### src/rtl/rxq_pkg.sv
package rxq_pkg;
   localparam int STAT_W = 8;

   typedef struct packed {
      logic       tmo;
      logic [2:0] match;
      logic       brk;
      logic       par;
      logic       frm;
      logic       ovr;
   } rxq_stat_t;

   function automatic rxq_stat_t make_stat(input logic [3:0] err, input logic [2:0] match);
      rxq_stat_t s;
      s.tmo   = 1'b0;
      s.match = match;
      s.brk   = err[3];
      s.par   = err[2];
      s.frm   = err[1];
      s.ovr   = err[0];
      return s;
   endfunction
endpackage

### src/rtl/rxq_storage.sv
module rxq_storage
   import rxq_pkg::*;
#(
   parameter int DEPTH  = 12,
   parameter int DATA_W = 8,
   localparam int PTR_W = $clog2(DEPTH)
) (
   input  logic              clk,
   input  logic              we,
   input  logic [PTR_W-1:0]  waddr,
   input  logic [DATA_W-1:0] wdata,
   input  rxq_stat_t         wstat,
   input  logic              set_ovr,
   input  logic              set_tmo,
   input  logic [PTR_W-1:0]  maddr,
   input  logic [PTR_W-1:0]  raddr,
   output logic [DATA_W-1:0] rdata,
   output rxq_stat_t         rstat
);
   logic [DATA_W-1:0] mem_data [DEPTH];
   rxq_stat_t         mem_stat [DEPTH];

   always_ff @(posedge clk) begin
      if (we) begin
         mem_data[waddr] <= wdata;
         mem_stat[waddr] <= wstat;
      end
      if (set_ovr) mem_stat[maddr].ovr <= 1'b1;
      if (set_tmo) mem_stat[maddr].tmo <= 1'b1;
   end

   assign rdata = mem_data[raddr];
   assign rstat = mem_stat[raddr];
endmodule

### src/rtl/rxq_occupancy.sv
module rxq_occupancy #(
   parameter int DEPTH      = 12,
   parameter int SVC_LEVEL  = 6,
   parameter int FLOW_LEVEL = 7,
   localparam int PTR_W = $clog2(DEPTH),
   localparam int CNT_W = $clog2(DEPTH + 1)
) (
   input  logic             clk,
   input  logic             rst_n,
   input  logic             wr_vld,
   input  logic             pop,
   output logic             push,
   output logic             pop_eff,
   output logic             mark_ovr,
   output logic [PTR_W-1:0] wr_ptr,
   output logic [PTR_W-1:0] rd_ptr,
   output logic [PTR_W-1:0] newest_ptr,
   output logic [CNT_W-1:0] level,
   output logic             empty,
   output logic             svc_req,
   output logic             rts_ok
);
   localparam logic [PTR_W-1:0] LAST   = PTR_W'(DEPTH - 1);
   localparam logic [CNT_W-1:0] FULL_L = CNT_W'(DEPTH);
   localparam logic [CNT_W-1:0] SVC_L  = CNT_W'(SVC_LEVEL);
   localparam logic [CNT_W-1:0] FLOW_L = CNT_W'(FLOW_LEVEL);
   localparam bit POW2 = (DEPTH == (1 << PTR_W));

   logic [PTR_W-1:0] wp_q, rp_q, wp_nxt, rp_nxt;
   logic [CNT_W-1:0] lvl_q;
   logic             full;

   generate
      if (POW2) begin : g_pow2
         assign wp_nxt     = wp_q + 1'b1;
         assign rp_nxt     = rp_q + 1'b1;
         assign newest_ptr = wp_q - 1'b1;
      end else begin : g_wrap
         assign wp_nxt     = (wp_q == LAST) ? '0 : wp_q + 1'b1;
         assign rp_nxt     = (rp_q == LAST) ? '0 : rp_q + 1'b1;
         assign newest_ptr = (wp_q == '0) ? LAST : wp_q - 1'b1;
      end
   endgenerate

   assign empty    = (lvl_q == '0);
   assign full     = (lvl_q == FULL_L);
   assign pop_eff  = pop & ~empty;
   assign push     = wr_vld & (~full | pop_eff);
   assign mark_ovr = wr_vld & full & ~pop_eff;

   always_ff @(posedge clk or negedge rst_n) begin
      if (!rst_n) begin
         wp_q  <= '0;
         rp_q  <= '0;
         lvl_q <= '0;
      end else begin
         if (push)    wp_q <= wp_nxt;
         if (pop_eff) rp_q <= rp_nxt;
         case ({push, pop_eff})
            2'b10:   lvl_q <= lvl_q + CNT_W'(1);
            2'b01:   lvl_q <= lvl_q - CNT_W'(1);
            default: lvl_q <= lvl_q;
         endcase
      end
   end

   assign wr_ptr  = wp_q;
   assign rd_ptr  = rp_q;
   assign level   = lvl_q;
   assign svc_req = (lvl_q >= SVC_L);
   assign rts_ok  = (lvl_q < FLOW_L);
endmodule

### src/rtl/rxq_idle_timer.sv
module rxq_idle_timer #(
   parameter int DEPTH     = 12,
   parameter int SVC_LEVEL = 6,
   parameter int TMO_W     = 8,
   localparam int CNT_W = $clog2(DEPTH + 1)
) (
   input  logic             clk,
   input  logic             rst_n,
   input  logic             wr_vld,
   input  logic             pop,
   input  logic             tick,
   input  logic [TMO_W-1:0] limit,
   input  logic [CNT_W-1:0] level,
   output logic             fire,
   output logic             timeout_req
);
   localparam logic [CNT_W-1:0] SVC_L = CNT_W'(SVC_LEVEL);

   logic [TMO_W-1:0] cnt_q;
   logic             armed_q, req_q, qual;

   assign qual = tick & armed_q & ~wr_vld & ~pop & (level != '0) &
                 (level < SVC_L) & (limit != '0);
   assign fire = qual & (cnt_q == limit - 1'b1);

   always_ff @(posedge clk or negedge rst_n) begin
      if (!rst_n) begin
         cnt_q   <= '0;
         armed_q <= 1'b0;
         req_q   <= 1'b0;
      end else begin
         if (wr_vld) begin
            cnt_q   <= '0;
            armed_q <= 1'b1;
         end else if (fire) begin
            cnt_q   <= '0;
            armed_q <= 1'b0;
         end else if (qual) begin
            cnt_q   <= cnt_q + 1'b1;
         end
         if (fire)                req_q <= 1'b1;
         else if (wr_vld || pop)  req_q <= 1'b0;
      end
   end

   assign timeout_req = req_q;
endmodule

### src/rtl/rx_char_queue.sv
module rx_char_queue
   import rxq_pkg::*;
#(
   parameter int DEPTH      = 12,
   parameter int DATA_W     = 8,
   parameter int SVC_LEVEL  = 6,
   parameter int FLOW_LEVEL = 7,
   parameter int TMO_W      = 8,
   localparam int PTR_W = $clog2(DEPTH),
   localparam int CNT_W = $clog2(DEPTH + 1)
) (
   input  logic              clk,
   input  logic              rst_n,
   input  logic              wr_vld,
   input  logic [DATA_W-1:0] wr_data,
   input  logic [3:0]        wr_err,
   input  logic [2:0]        wr_match,
   input  logic              pop,
   input  logic              tick,
   input  logic [TMO_W-1:0]  idle_limit,
   output logic [DATA_W-1:0] rd_data,
   output logic [7:0]        rd_status,
   output logic [CNT_W-1:0]  fill_level,
   output logic              svc_req,
   output logic              rts_ok,
   output logic              timeout_req
);
   generate
      if (DEPTH < 2) begin : g_bad_depth
         $error("rx_char_queue: DEPTH must be at least 2");
      end
      if (SVC_LEVEL < 1 || SVC_LEVEL > DEPTH) begin : g_bad_svc
         $error("rx_char_queue: SVC_LEVEL out of range");
      end
      if (FLOW_LEVEL < SVC_LEVEL || FLOW_LEVEL > DEPTH) begin : g_bad_flow
         $error("rx_char_queue: FLOW_LEVEL must lie between SVC_LEVEL and DEPTH");
      end
      if (TMO_W < 1) begin : g_bad_tmo
         $error("rx_char_queue: TMO_W must be positive");
      end
   endgenerate

   logic             push, pop_eff, mark_ovr, empty, fire;
   logic [PTR_W-1:0] wr_ptr, rd_ptr, newest_ptr;
   logic [DATA_W-1:0] head_data;
   rxq_stat_t        head_stat, in_stat;

   assign in_stat = make_stat(wr_err, wr_match);

   rxq_occupancy #(
      .DEPTH(DEPTH), .SVC_LEVEL(SVC_LEVEL), .FLOW_LEVEL(FLOW_LEVEL)
   ) occ_i (
      .clk(clk), .rst_n(rst_n), .wr_vld(wr_vld), .pop(pop),
      .push(push), .pop_eff(pop_eff), .mark_ovr(mark_ovr),
      .wr_ptr(wr_ptr), .rd_ptr(rd_ptr), .newest_ptr(newest_ptr),
      .level(fill_level), .empty(empty), .svc_req(svc_req), .rts_ok(rts_ok)
   );

   rxq_idle_timer #(
      .DEPTH(DEPTH), .SVC_LEVEL(SVC_LEVEL), .TMO_W(TMO_W)
   ) tmr_i (
      .clk(clk), .rst_n(rst_n), .wr_vld(wr_vld), .pop(pop), .tick(tick),
      .limit(idle_limit), .level(fill_level), .fire(fire),
      .timeout_req(timeout_req)
   );

   rxq_storage #(.DEPTH(DEPTH), .DATA_W(DATA_W)) mem_i (
      .clk(clk), .we(push), .waddr(wr_ptr), .wdata(wr_data), .wstat(in_stat),
      .set_ovr(mark_ovr), .set_tmo(fire), .maddr(newest_ptr),
      .raddr(rd_ptr), .rdata(head_data), .rstat(head_stat)
   );

   assign rd_data   = empty ? '0 : head_data;
   assign rd_status = empty ? '0 : head_stat;
endmodule

### config.mk
export PLATFORM = sky130hd
export DESIGN_NAME = rx_char_queue
export DESIGN_NICKNAME = d
export VERILOG_FILES = /design/src/rtl/rxq_pkg.sv /design/src/rtl/rxq_storage.sv /design/src/rtl/rxq_occupancy.sv /design/src/rtl/rxq_idle_timer.sv /design/src/rtl/rx_char_queue.sv
export SDC_FILE = /design/constraint.sdc
export NUM_CORES = 1
export LEC_CHECK = 0
export ABC_AREA = 0
export CORE_ASPECT_RATIO = 0.8
export CORE_UTILIZATION = 60
export DETAILED_ROUTE_END_ITERATION = 16
export GPL_ROUTABILITY_DRIVEN = 0
export PLACE_DENSITY = 0.81
export SETUP_SLACK_MARGIN = 0.05
export SLEW_MARGIN = 0
export SYNTH_ARGS = -nofsm -noshare
export SYNTH_HDL_FRONTEND = slang
export SYNTH_HIERARCHICAL = 1
export SYNTH_SLANG_ARGS = --single-unit
### constraint.sdc
create_clock -name clk -period 3 [get_ports clk]
set_input_delay 0.75 -clock clk [delete_from_list [all_inputs] [get_ports clk]]
set_output_delay 0.75 -clock clk [all_outputs]
set_load 0.05 [all_outputs]
==> flow_summary.html <==
<table>
<tr><th>Metric</th><th>Value</th></tr>
<tr><th colspan="2">Run status</th></tr>
<tr><td>Outcome</td><td>finished with violations</td></tr>
<tr><td>Violated checks</td><td>negative setup slack</td></tr>
<tr><th colspan="2">Route</th></tr>
<tr><td>Drt initial violations</td><td>slightly above 800</td></tr>
<tr><td>WL final</td><td>25400 um</td></tr>
<tr><td>Total via count in the routed design</td><td>about 6.7k</td></tr>
<tr><td>DRC viols</td><td>0</td></tr>
<tr><td>Number of search-and-repair iterations in the first detailed-routing pass</td><td>6</td></tr>
<tr><td>Post-detailed-route wirelength per cell</td><td>25.1 um</td></tr>
<tr><td>Number of antenna-violating nets in the routed design</td><td>0</td></tr>
<tr><td>Routed via count divided by cell count</td><td>6.59</td></tr>
<tr><th colspan="2">Timing</th></tr>
<tr><td>Number of max-slew violations in the final report</td><td>0</td></tr>
<tr><td>Fin. Hold Viols</td><td>0</td></tr>
<tr><td>Setup repair after global routing missed its margin</td><td>true</td></tr>
<tr><td>Period minus WS final</td><td>3.10 ns</td></tr>
<tr><td>Final total negative setup slack</td><td>-0.748 ns</td></tr>
<tr><td>Slack of the critical path</td><td>-0.0956 ns</td></tr>
<tr><td>Worst slew pin tran</td><td>just under 0.9 ns</td></tr>
<tr><td>Slew HR</td><td>0.423</td></tr>
<tr><td>Maximum clock rate</td><td>323 MHz</td></tr>
<tr><td>Count of endpoints failing setup in the final report</td><td>14</td></tr>
<tr><td>Final clock period utilization by the worst path</td><td>1.03</td></tr>
<tr><td>Fin Clk Skew</td><td>0.00714 ns</td></tr>
<tr><th colspan="2">Placement</th></tr>
<tr><td>DP Worst Slack</td><td>-0.131 ns</td></tr>
<tr><td>Cell total after placement</td><td>~950</td></tr>
<tr><td>Detailed placer's ending HPWL</td><td>14500 um</td></tr>
<tr><td>Number of input and output port buffers inserted</td><td>50</td></tr>
<tr><td>Post-place instance area</td><td>0.0109 mm^2</td></tr>
<tr><th colspan="2">Critical path</th></tr>
<tr><td>Most repeated library cell on the critical path</td><td>buf_12</td></tr>
<tr><td>Type of element launching the critical path</td><td>flop</td></tr>
<tr><td>Highest-delay cell along the critical path</td><td>dfrtp_2</td></tr>
<tr><td>Worst Path Max Fanout</td><td>8</td></tr>
<tr><td>Number of cells on the worst reg-to-reg path</td><td>8</td></tr>
<tr><td>Max incr delay on CP</td><td>0.49 ns</td></tr>
<tr><td>Critical path capture point type</td><td>output pin</td></tr>
<tr><td>Data arrival time at the worst-slack endpoint</td><td>2.35 ns</td></tr>
<tr><td>Required time at the worst-slack endpoint</td><td>2.25 ns</td></tr>
<tr><td>Buffers &amp; Inverters on Critical Path</td><td>3</td></tr>
<tr><td>Reg-to-Reg End</td><td>mem_i/mem_stat[5][0]$_DFF_P_</td></tr>
<tr><td>Path type of the worst setup path</td><td>reg2out</td></tr>
<tr><td>R2R Setup Slk</td><td>0.46 ns</td></tr>
<tr><td>Worst reg2reg startpoint</td><td>occ_i/wr_ptr[0]$_DFFE_PN0P_</td></tr>
<tr><td>Ordered cell list for the critical path</td><td>buf_12 &gt; buf_12 &gt; mux2_4 &gt; o22ai_4 &gt; o31ai_4 &gt; and2b_2 &gt; buf_8</td></tr>
<tr><td>Kind of cell adding the most delay to the critical path</td><td>flip-flops</td></tr>
<tr><th colspan="2">Clocking</th></tr>
<tr><td>Longest Clk Path Bufs</td><td>3</td></tr>
<tr><td>Clock insertion delay at the later pin of the skew report</td><td>0.50 ns</td></tr>
<tr><td>CTS clk-pin slew, worst paths</td><td>about 0.06 ns</td></tr>
<tr><td>TritonCTS buffer count</td><td>21</td></tr>
<tr><td>H-tree lvl count</td><td>1</td></tr>
<tr><td>Clock tree from TritonCTS</td><td>built</td></tr>
<tr><td>Hold buffers post-CTS</td><td>0</td></tr>
<tr><td>Cell at the root of the clock tree</td><td>clkbuf_16</td></tr>
<tr><td>Sinks on the clock net</td><td>214</td></tr>
<tr><th colspan="2">Worst hold path</th></tr>
<tr><td>Path class of the lowest-slack min-delay path</td><td>reg2reg</td></tr>
<tr><td>Worst min-delay path startpoint</td><td>tmr_i/armed_q$_DFFE_PN0P_</td></tr>
<tr><td>Number of stages on the worst hold path</td><td>2</td></tr>
<tr><td>Hold EP</td><td>tmr_i/armed_q$_DFFE_PN0P_</td></tr>
<tr><th colspan="2">Synthesis</th></tr>
<tr><td>Yosys reg bits</td><td>214</td></tr>
<tr><td>FFs w/ async S/R, synth</td><td>0.103</td></tr>
<tr><td>Fraction of the yosys area taken by sequential cells</td><td>0.619</td></tr>
<tr><td>Synthesized area per cell</td><td>15.1 um^2</td></tr>
<tr><td>Yosys cell types</td><td>76</td></tr>
<tr><td>Yosys warnings</td><td>6</td></tr>
<tr><td>Synth Cell Area</td><td>0.00981 mm^2</td></tr>
<tr><td>Synth Flop Type</td><td>edfxtp_1</td></tr>
<tr><td>Post-synth EDFFs</td><td>168</td></tr>
<tr><td>Cell taking the most area after synthesis</td><td>edfxtp_1</td></tr>
<tr><td>Synthesized netlist cell count</td><td>650</td></tr>
<tr><td>Proportion of netlist area held by the largest area contributor</td><td>0.514</td></tr>
<tr><td>Cell types with the largest area share after synthesis</td><td>edfxtp_1 (51%), dfrtp_1 (5.6%), dfxtp_1 (4.9%)</td></tr>
<tr><th colspan="2">Power</th></tr>
<tr><td>IR Drop Worst-Case VDD</td><td>0.569 mV</td></tr>
<tr><td>Leakage dissipation</td><td>about 4.4 nW</td></tr>
<tr><td>Total power divided by cell area</td><td>1050 mW/mm^2</td></tr>
<tr><th colspan="2">Floorplan</th></tr>
<tr><td>Die area</td><td>0.0169 mm^2</td></tr>
<tr><td>Vertical die dimension</td><td>116 um</td></tr>
<tr><td>Core box area</td><td>0.0159 mm^2</td></tr>
<tr><td>Die X</td><td>145 um</td></tr>
<tr><td>Number of placement rows</td><td>between 40 and 50</td></tr>
<tr><td>Top-level I/O count</td><td>51</td></tr>
<tr><td>Starting Density</td><td>0.619</td></tr>
<tr><th colspan="2">Flow run</th></tr>
<tr><td>Count of max-cap constraint violations</td><td>0</td></tr>
<tr><th colspan="2">Cells and area</th></tr>
<tr><td>Antenna diodes</td><td>0</td></tr>
<tr><td>Area delta synth-&gt;final</td><td>23.9%</td></tr>
<tr><td>Most common cell after layout, fill and taps aside</td><td>edfxtp_1</td></tr>
<tr><td>NumNets Final</td><td>821</td></tr>
<tr><td>Top library cells by usage in the layout, fill and taps aside</td><td>edfxtp_1 (168), buf_4 (70), clkdlybuf4s50_1 (34)</td></tr>
<tr><td>Final standard cell area without fillers</td><td>0.0122 mm^2</td></tr>
<tr><td>Count of placed standard cells in the final layout, fillers left out</td><td>1012</td></tr>
<tr><td>Share of post-route cells with drive strength above 1</td><td>0.317</td></tr>
<tr><th colspan="2">Global route</th></tr>
<tr><td>Via count of the first global-routing pass</td><td>approximately 6.6k</td></tr>
<tr><td>First-pass GRT wire length</td><td>roughly 38000 um</td></tr>
<tr><td>Maximum number of pins on one net before global-route repair</td><td>25</td></tr>
<tr><td>Total track usage</td><td>0.298</td></tr>
<tr><td>Final global-route overflow total</td><td>0</td></tr>
<tr><td>Number of antenna violations at the first check in global routing</td><td>0</td></tr>
</table>
## how the worst max path moves through the flow
stage | to | startpoint | cells after the start
floorplan | rd_status[3] | occ_i/rd_ptr[0]$_DFFE_PN0N_ | 6
global placement | mem_i/mem_stat[1][7]$_DFF_P_ | idle_limit[2] | 9
detailed placement | mem_i/mem_stat[1][7]$_DFF_P_ | idle_limit[2] | 9
CTS | rd_data[0] | occ_i/rd_ptr[2]$_DFFE_PN0N_ | 7
global route | rd_data[0] | occ_i/rd_ptr[2]$_DFFE_PN0N_ | 7
finish | rd_status[7] | occ_i/rd_ptr[2]$_DFFE_PN0N_ | 7
## Yosys cell counts (7+ instances only)
library cell,n
edfxtp_1,168
ha_1,8
o22ai_1,17
inv_1,11
mux2_2,30
buf_6,9
dfxtp_1,24
mux2i_1,34
xnor2_1,11
mux4_2,9
o31ai_2,14
nor2b_2,7
mux4_1,7
a21boi_0,24
dfrtp_1,22
nor3_1,15
a221o_1,25
nor2b_1,8
a22o_1,16
nand2_1,32
nor2_1,24
and3b_1,7
## through the flow
| step | total power [mW] | utilization | hold slack (ns) |
|---|---|---|---|
| detailed placement | 9.07 | 0.688 | 0.484 |
| CTS | 12.4 | 0.760 | 0.498 |
| global route | 13.2 | 0.767 | 0.525 |
| global placement | 8.90 | 0.688 | 0.458 |
| floorplan | 7.62 | - | 0.453 |
| finish | 12.8 | 0.767 | 0.500 |
## registers in the layout (all words and copies together) (netlist names)
signal and cells:
occ_i/level 4, mem_i/mem_stat 96, occ_i/rd_ptr 4, tmr_i/cnt_q 8, occ_i/wr_ptr 4, tmr_i/armed_q 1
mem_i/mem_data 96, tmr_i/timeout_req 1
## metal layers
layer  global-route usage  vias to the layer above  wire length, um
li1                     -                     2840                -
met1                0.378                     3294             9670
met2                0.507                      437            12300
met3               0.0656                       99             2500
met4                0.119                        0              947
met5                    0                        -                0
## power by group
group	leakage (nW)	internal (mW)	switching, mW	total (mW)
registers	2.00	3.66	0.425	4.09
logic	2.14	2.80	3.47	6.26
clock network	0.298	1.37	1.07	2.44
total	4.44	7.83	4.96	12.8
## timing repair
item,CTS,global route
buffers inserted,15,7
gates cloned,5,0
gates resized for setup,56,26
hold endpoints to repair,0,0
endpoints found under the setup margin,16,17
pin swaps,9,9
## tightest hold or removal path, cell delays in order, from the launching register on
cell	delay [ns]
dfrtp_1	0.35
nor2_1	0.04
nor2_1	0.07
## layout make-up
class                      instances  area, um^2
clock buffer                      26         544
inverter                          12        45.0
multi-input combinational        394        3650
tap                              215         269
fill                             855        3700
sequential                       214        6080
timing repair buffer             142        1500
clock inverter                     9        72.6
## kinds of logic after synthesis
logic type      after synthesis  synth area share
flops                       214             0.619
simple gates                146            0.0894
xor+xnor                     17            0.0152
compound gates              136             0.121
fa+ha+maj                     8            0.0102
other cells                   1          0.000382
buf+inv                      44            0.0318
mux                          84             0.113
(Power assumes the default switching activity.)
